==> src/rtl/wmode_ctrl.sv <==
module wmode_ctrl #(
  parameter int WAIT_LEN = 8
) (
  input  logic       clk,
  input  logic       rst_n,
  input  logic       cfg_wr,
  input  logic       cfg_run,
  input  logic       cfg_float,
  input  logic       on_subclk,
  input  logic       irq_req,
  input  logic [2:0] irq_lvl,
  input  logic       rst_req,
  input  logic       hold_req,
  input  logic       osc_ok,
  output logic       cpu_clk_en,
  output logic       per_clk_en,
  output logic       wtmr_en,
  output logic       pin_hiz,
  output logic       pin_freeze,
  output logic       hold_ack,
  output logic       wake_stb,
  output logic       run_bit,
  output logic [3:0] state
);
  localparam int CW = $clog2(WAIT_LEN + 1);

  typedef enum logic [3:0] {
    S_RUN   = 4'b0001,
    S_WATCH = 4'b0010,
    S_OSC   = 4'b0100,
    S_RSEQ  = 4'b1000
  } st_t;

  st_t           st, nxt;
  logic [CW-1:0] cnt;
  logic          run_q, float_q, wake_q;

  wire irq_live = irq_req & (irq_lvl != 3'b111);
  wire enter    = cfg_wr & ~cfg_run & on_subclk & ~irq_live;
  wire woken    = (st == S_WATCH) & ~rst_req & irq_live;

  always_comb begin
    nxt = st;
    case (st)
      S_RUN:   if (rst_req) nxt = S_RSEQ;
               else if (enter) nxt = S_WATCH;
      S_WATCH: if (rst_req) nxt = S_OSC;
               else if (irq_live) nxt = S_RUN;
      S_OSC:   if (cnt == '0 && osc_ok) nxt = S_RSEQ;
      S_RSEQ:  nxt = S_RUN;
      default: nxt = S_RUN;
    endcase
  end

  always_ff @(posedge clk or negedge rst_n) begin
    if (!rst_n) begin
      st      <= S_RUN;
      cnt     <= CW'(WAIT_LEN - 1);
      run_q   <= 1'b1;
      float_q <= 1'b0;
      wake_q  <= 1'b0;
    end else begin
      st     <= nxt;
      wake_q <= woken;
      if (st != S_OSC)
        cnt <= CW'(WAIT_LEN - 1);
      else if (cnt != '0)
        cnt <= cnt - 1'b1;
      if (st == S_RSEQ || woken)
        run_q <= 1'b1;
      else if (st == S_RUN && cfg_wr)
        run_q <= cfg_run;
      if (st == S_RUN && enter && !rst_req)
        float_q <= cfg_float;
    end
  end

  assign state      = st;
  assign cpu_clk_en = (st == S_RUN) | (st == S_RSEQ);
  assign per_clk_en = cpu_clk_en;
  assign wtmr_en    = (st == S_RUN) | (st == S_WATCH);
  assign pin_hiz    = (st == S_WATCH) & float_q;
  assign pin_freeze = (st == S_WATCH) & ~float_q;
  assign hold_ack   = (st == S_RUN) & hold_req;
  assign wake_stb   = wake_q;
  assign run_bit    = run_q;
endmodule

==> config.mk <==
export PLATFORM = sky130hd
export DESIGN_NAME = wmode_ctrl
export DESIGN_NICKNAME = d
export VERILOG_FILES = /design/src/rtl/wmode_ctrl.sv
export SDC_FILE = /design/constraint.sdc
export NUM_CORES = 1
export LEC_CHECK = 0
export BUFFER_PORTS_ARGS = -buffer_cell sky130_fd_sc_hd__buf_2
export CORE_MARGIN = 10
export CORE_UTILIZATION = 40
export CTS_BUF_LIST = sky130_fd_sc_hd__clkbuf_2 sky130_fd_sc_hd__clkbuf_4 sky130_fd_sc_hd__clkbuf_8
export CTS_CLUSTER_SIZE = 30
export DETAILED_ROUTE_END_ITERATION = 12
export GPL_TIMING_DRIVEN = 0
export PLACE_DENSITY = 0.78
export SLEW_MARGIN = 5
export SYNTH_ARGS = -nofsm -noshare
export SYNTH_HDL_FRONTEND = slang
export SYNTH_SLANG_ARGS = --single-unit
==> constraint.sdc <==
create_clock -name clk -period 4.2 [get_ports clk]
set_input_delay 0.21 -clock clk [delete_from_list [all_inputs] [get_ports clk]]
set_output_delay 0.21 -clock clk [all_outputs]
set_load 0.005 [all_outputs]
* Yosys cells after proc, flatten, opt, wreduce, memory -nomap -nowiden *
Index checks and enable logic that the tools add are counted.
W data, S select, Z words.

storage, ports and cells
  register bits after elaboration = 11
  bits in latches = 0
  RAM bits = 0
  ROM bits = 0
  memories = 0

operators by class
  add/sub/neg operators = 1
  $mul = 0
  divide/modulo/power cells = 0
  magnitude comparators = 0
  eq/ne operators = 9
  shifts and indexed selects = 0
  muxes and demuxes = 10
  bitwise gates (word level) = 15
  reductions and logical operators = 11

operator list
  operator               count
  $mux W4                7
  $pmux W4 S3            1
  $and A1 B1 Y1          9
  $ne A3 B3 Y1 const B   3
  $eq A4 B1 Y1 const B   1
  $eq A4 B2 Y1 const B   1
  $eq A4 B3 Y1 const B   1
  $eq A4 B4 Y1 const B   1
  $logic_and A1 B1 Y1    4
  $logic_not A4 Y1       1
  $ne A4 B3 Y1 const B   1
  $not A1 Y1             4
  $reduce_bool A2 Y1     2
  $reduce_bool A4 Y1     1
  $sub A4 B1 Y4 const B  1
  $reduce_and A3 Y1      1
  $mux W1                2
  $ne A2 B2 Y1 const B   1
  $or A1 B1 Y1           2
  $logic_not A1 Y1       1
  $logic_or A1 B1 Y1     1

* Logic depth before layout (Yosys ltp) *
  depth after elaboration = 7
  depth in mapped cells = 5
  depth with buffers taken out = 5

* Least setup slack after synthesis *
Ideal clock, no wire load.

  kind = flip-flop to flip-flop
  from = reg st[0], in the netlist state[0]
  to = reg run_q, in the netlist run_bit
  library setup time = 0.088 ns
  data arrival time = 1.686 ns
  required time = 4.112 ns
  path slack = 2.426 ns
  cell stages (with the launch flop) = 6
  path buffers = 1
  clock period less this slack = 1.774 ns
  cells stage by stage = dfstp_2 -> buf_2 -> nor4b_4 -> nand2_2 -> mux2_1 -> or3_1

between the ends
  word-level cells in the longest chain between the ends = 5
  elaborated cells between the ends (all ways) = 9

ends and longest elaborated chain
  what                                                  line  RTL
  start, declared                                       34    st_t st, nxt;
  start signal, assigned                                63    st <= nxt;
  $eq A4 B2 Y1                                          40    wire woken = (st == S_WATCH) & ~rst_req & irq_live;
  $and A1 B1 Y1 (2 in a row)                            40
  $logic_or A1 B1 Y1                                    69    if (st == S_RSEQ || woken)
  $mux W1 / $reduce_bool A2 Y1 (equally long branches)  -
  end signal, assigned                                  72    run_q <= cfg_run;
  end, declared                                         36    logic run_q, float_q, wake_q;

Several ways; a longest one is shown, not always the timed one.
A chain may end at the register's enable or synchronous reset.

* Final worst setup path *
  from = reg st[0], in the netlist state[0]
  to = out pin_freeze

between the ends
  word-level cells in the longest chain between the ends = 2

ends and longest elaborated chain
  what           line  RTL
  $eq A4 B2 Y1   83    assign pin_freeze = (st == S_WATCH) & ~float_q;
  $and A1 B1 Y1  83
  end, declared  19    output logic pin_freeze,

No other way between the ends.

==> impl_metrics.ini <==
[grt]
grt_pass1_wl_um = 2380
grt_use_total_pct = 8.58
grt_pass1_vias = 563
antenna_found_initial = 0
overflow = 0
grt_max_degree = 12

[logic_synthesis]
synth_compound_area_share_pct = 8.85
synth_seq_area_share_pct = 43.3
ys_top_cells_by_area = dfrtp_1 23%, dfstp_2 20%, xnor2_1 6.7%, nor4b_1 4.0%, ha_1 3.8%
ys_ff_latch = 11
synth_edf_count = 0
synth.most_common_cell = dfrtp_1
synth_ff_type = dfrtp_1
synth_xor_xnor_area_share_pct = 6.73
synth_area_leader_cell = dfrtp_1
yosys.area_share.simple_pct = 30.0
synth_top_family_by_area = simple AND/OR/NAND/NOR gates
yosys_warnings = 0
syn_inst = 61
synthArstFlopShare_pct = 100
syn_nets = 76
yosys.area.top_type_share_pct = 23.1
yosys-top-cells-count = 6 x dfrtp_1, 5 x dfstp_2, 5 x nand2_1, 5 x xnor2_1
synth.distinct_cells = 33
synth.avg_cell_area_um2 = 10.7
yosys-mux-area-fraction_pct = 3.46
synthAdderAreaFrac_pct = 3.85
syn-cell-area_um2 = 651

[hold_path]
holdPathStages = 2
hold_class = in -> reg
min_to = float_q$_DFFE_PN0P_
hp-start = cfg_float

[detailed_routing]
drtIter0Drc = 8
final_antenna_net_count = 0
via_count = 554
wl_um = 1470
detail_route.wl_per_cell_um = 13.8
drt_drc_violations_left = 0
first_pass_iters = 4
vias_per_cell = 5.23

[clocking]
numClockSinks = 11
cts_tree = built
clk_pin_slew_ps = 70
post_cts_buffers = 0
htree_num_levels = 1
clock_path_buffers = 2
root_buffer = clkbuf_4
clk_latency_ps = 280
numCtsBuffers = 3

[power_and_ir_drop]
power_frac_clock_pct = 18.9
swShare_pct = 32.6
power_density_nw_per_um2 = 461
p_int_uw = 257
p_comb_share_pct = 42.8
seq_power_share_pct = 38.3
ir_worst_vdd_mv = 0.260
p_leak_nw = 0.405
switchingPower_uw = 125

[timing]
setup_slack_ps = 2210
finalHoldViolCount = 0
fin_crit_ps = 1990
whs_ps = 168
period_share_pct = 47.4
tightest_slew_ps = 888
finalSetupViolCount = 0
tns_ps = 0
rsz0062_at_grt = no
slew_violations = 0
skew_ps = 7.58
fmax_mhz = 502
relSlewSlack_pct = 40.0

[die]
start_util_pct = 42.7
die_area_um2 = 3640
die_w_um = 60.3
core_area_um2 = 1520
ios = 25
die_y_um = 60.3
row_count = 14

[setup_path]
critical_path_class = reg -> out
reg2reg_slack_ps = 2290
crit_chain = buf_2 > or4b_2 > nor2_1 > buf_2
end_kind = primary output
timing.rr.end = float_q$_DFFE_PN0P_
start_kind = flop
r2r-start = state[0]$_DFFE_PN1P_
worstRegToRegCells = 5
crit_top_cell = buf_2
cp_slowest_stage_delay_ps = 730
crit_arrival_ps = 1780
worst_ep_required_time_ps = 3990
critPathMaxFanout = 8
slowest_stage = or4b_2

[placed_design]
gp_congestion = 0.727
place_ws_ps = 2290
place_area_um2 = 791
io_buffers = 24
hpwlAfterDp_um = 1220

[cells_and_area]
syn2layout_area_growth_pct = 27.3
postLayoutCellArea_um2 = 828
antenna_cells = 0
drive_above_1_share_pct = 48.9
final_nets = 106

[job]
cap_violations = 0

[run_status]
status = finished, final reports clean
-- cells by family after synthesis --
group                    after synthesis
adder cells (fa/ha/maj)                2
AO/OA/AOI/OAI                          8
flip-flops                            11
XOR/XNOR                               5
multiplexers                           2
AND/OR/NAND/NOR                       28
buffers and inverters                  5
-- per-stage QoR --
| step | utilization [%] | instances | total power, mW |
|---|---|---|---|
| 2_1_floorplan | - | 61 | 0.252 |
| 3_3_place_gp | 51.9 | 101 | 0.310 |
| 3_5_place_dp | 51.9 | 101 | 0.315 |
| 4_1_cts | 54.4 | 106 | 0.389 |
| 5_1_grt | 54.4 | 106 | 0.413 |
| 6_report | 54.4 | 106 | 0.382 |
-- state kept, by name, summed over array words and instances (netlist names) --
register  flops
float_q       1
run_bit       1
cnt           4
state         4
wake_stb      1
-- layer usage --
layer,vias to the layer above,global-route usage [%],part of all wire [%]
met5,-,0,0
met1,262,9.44,43
met4,0,3.85,0
met2,14,12.6,49
met3,0,5.64,8.7
li1,278,-,-
-- timing repair --
| item | 4_1_cts | 5_1_grt |
|---|---|---|
| hold buffers | 1 | 0 |
| gates resized for setup | 0 | 0 |
| endpoints found under the hold margin | 6 | 0 |
-- cell usage in the layout (no fill, tap or decap), types with 2 or more instances in the layout --
cell type / Yosys / layout
buf_2: 2 / 26
nor3_1: 3 / 3
xnor2_1: 5 / 5
nand2_1: 5 / 5
inv_1: 2 / 2
nor2_1: 3 / 3
dfstp_2: 5 / 5
nor4b_1: 3 / 3
clkbuf_4: 0 / 3
and2_1: 2 / 2
a21oi_1: 2 / 2
dfrtp_1: 6 / 6
ha_1: 2 / 2
-- power groups by stage --
| stage | sequential [mW] | clock, mW | combinational, mW |
|---|---|---|---|
| global route | 0.149 | 0.0795 | 0.185 |
| global placement | 0.147 | 0 | 0.163 |
| floorplan | 0.148 | 0 | 0.104 |
| CTS | 0.146 | 0.0739 | 0.169 |
| detailed placement | 0.148 | 0 | 0.167 |
| finish | 0.146 | 0.0721 | 0.163 |
-- cell type report --
| type | instances | area (um2) |
|---|---|---|
| Inverter | 2 | 7.51 |
| Fill cell | 147 | 696 |
| Multi-Input combinational cell | 45 | 344 |
| Sequential cell | 11 | 282 |
| Clock buffer | 3 | 22.5 |
| Buffer | 3 | 17.5 |
| Clock inverter | 1 | 5.00 |
| Timing Repair Buffer | 25 | 130 |
| Tap cell | 16 | 20.0 |
-- worst max-delay path by stage --
stage	start	depth (start not counted)	endpoint	slack (ps)
3_3_place_gp	state[0]$_DFFE_PN1P_	5	float_q$_DFFE_PN0P_	2270
4_1_cts	state[0]$_DFFE_PN1P_	4	pin_freeze	2200
2_1_floorplan	state[0]$_DFFE_PN1P_	5	run_bit$_DFFE_PN1P_	2430
3_5_place_dp	state[0]$_DFFE_PN1P_	5	float_q$_DFFE_PN0P_	2290
5_1_grt	state[0]$_DFFE_PN1P_	5	float_q$_DFFE_PN0P_	2130
6_report	state[0]$_DFFE_PN1P_	4	pin_freeze	2210
-- worst max-delay path: cells and delay by family, from the launching register on --
family                 cells  cell delay [ps]
buffers and inverters      2              290
AND/OR/NAND/NOR            2              860
flip-flops                 1              370
Note: power is estimated with default switching activity, not from simulation.
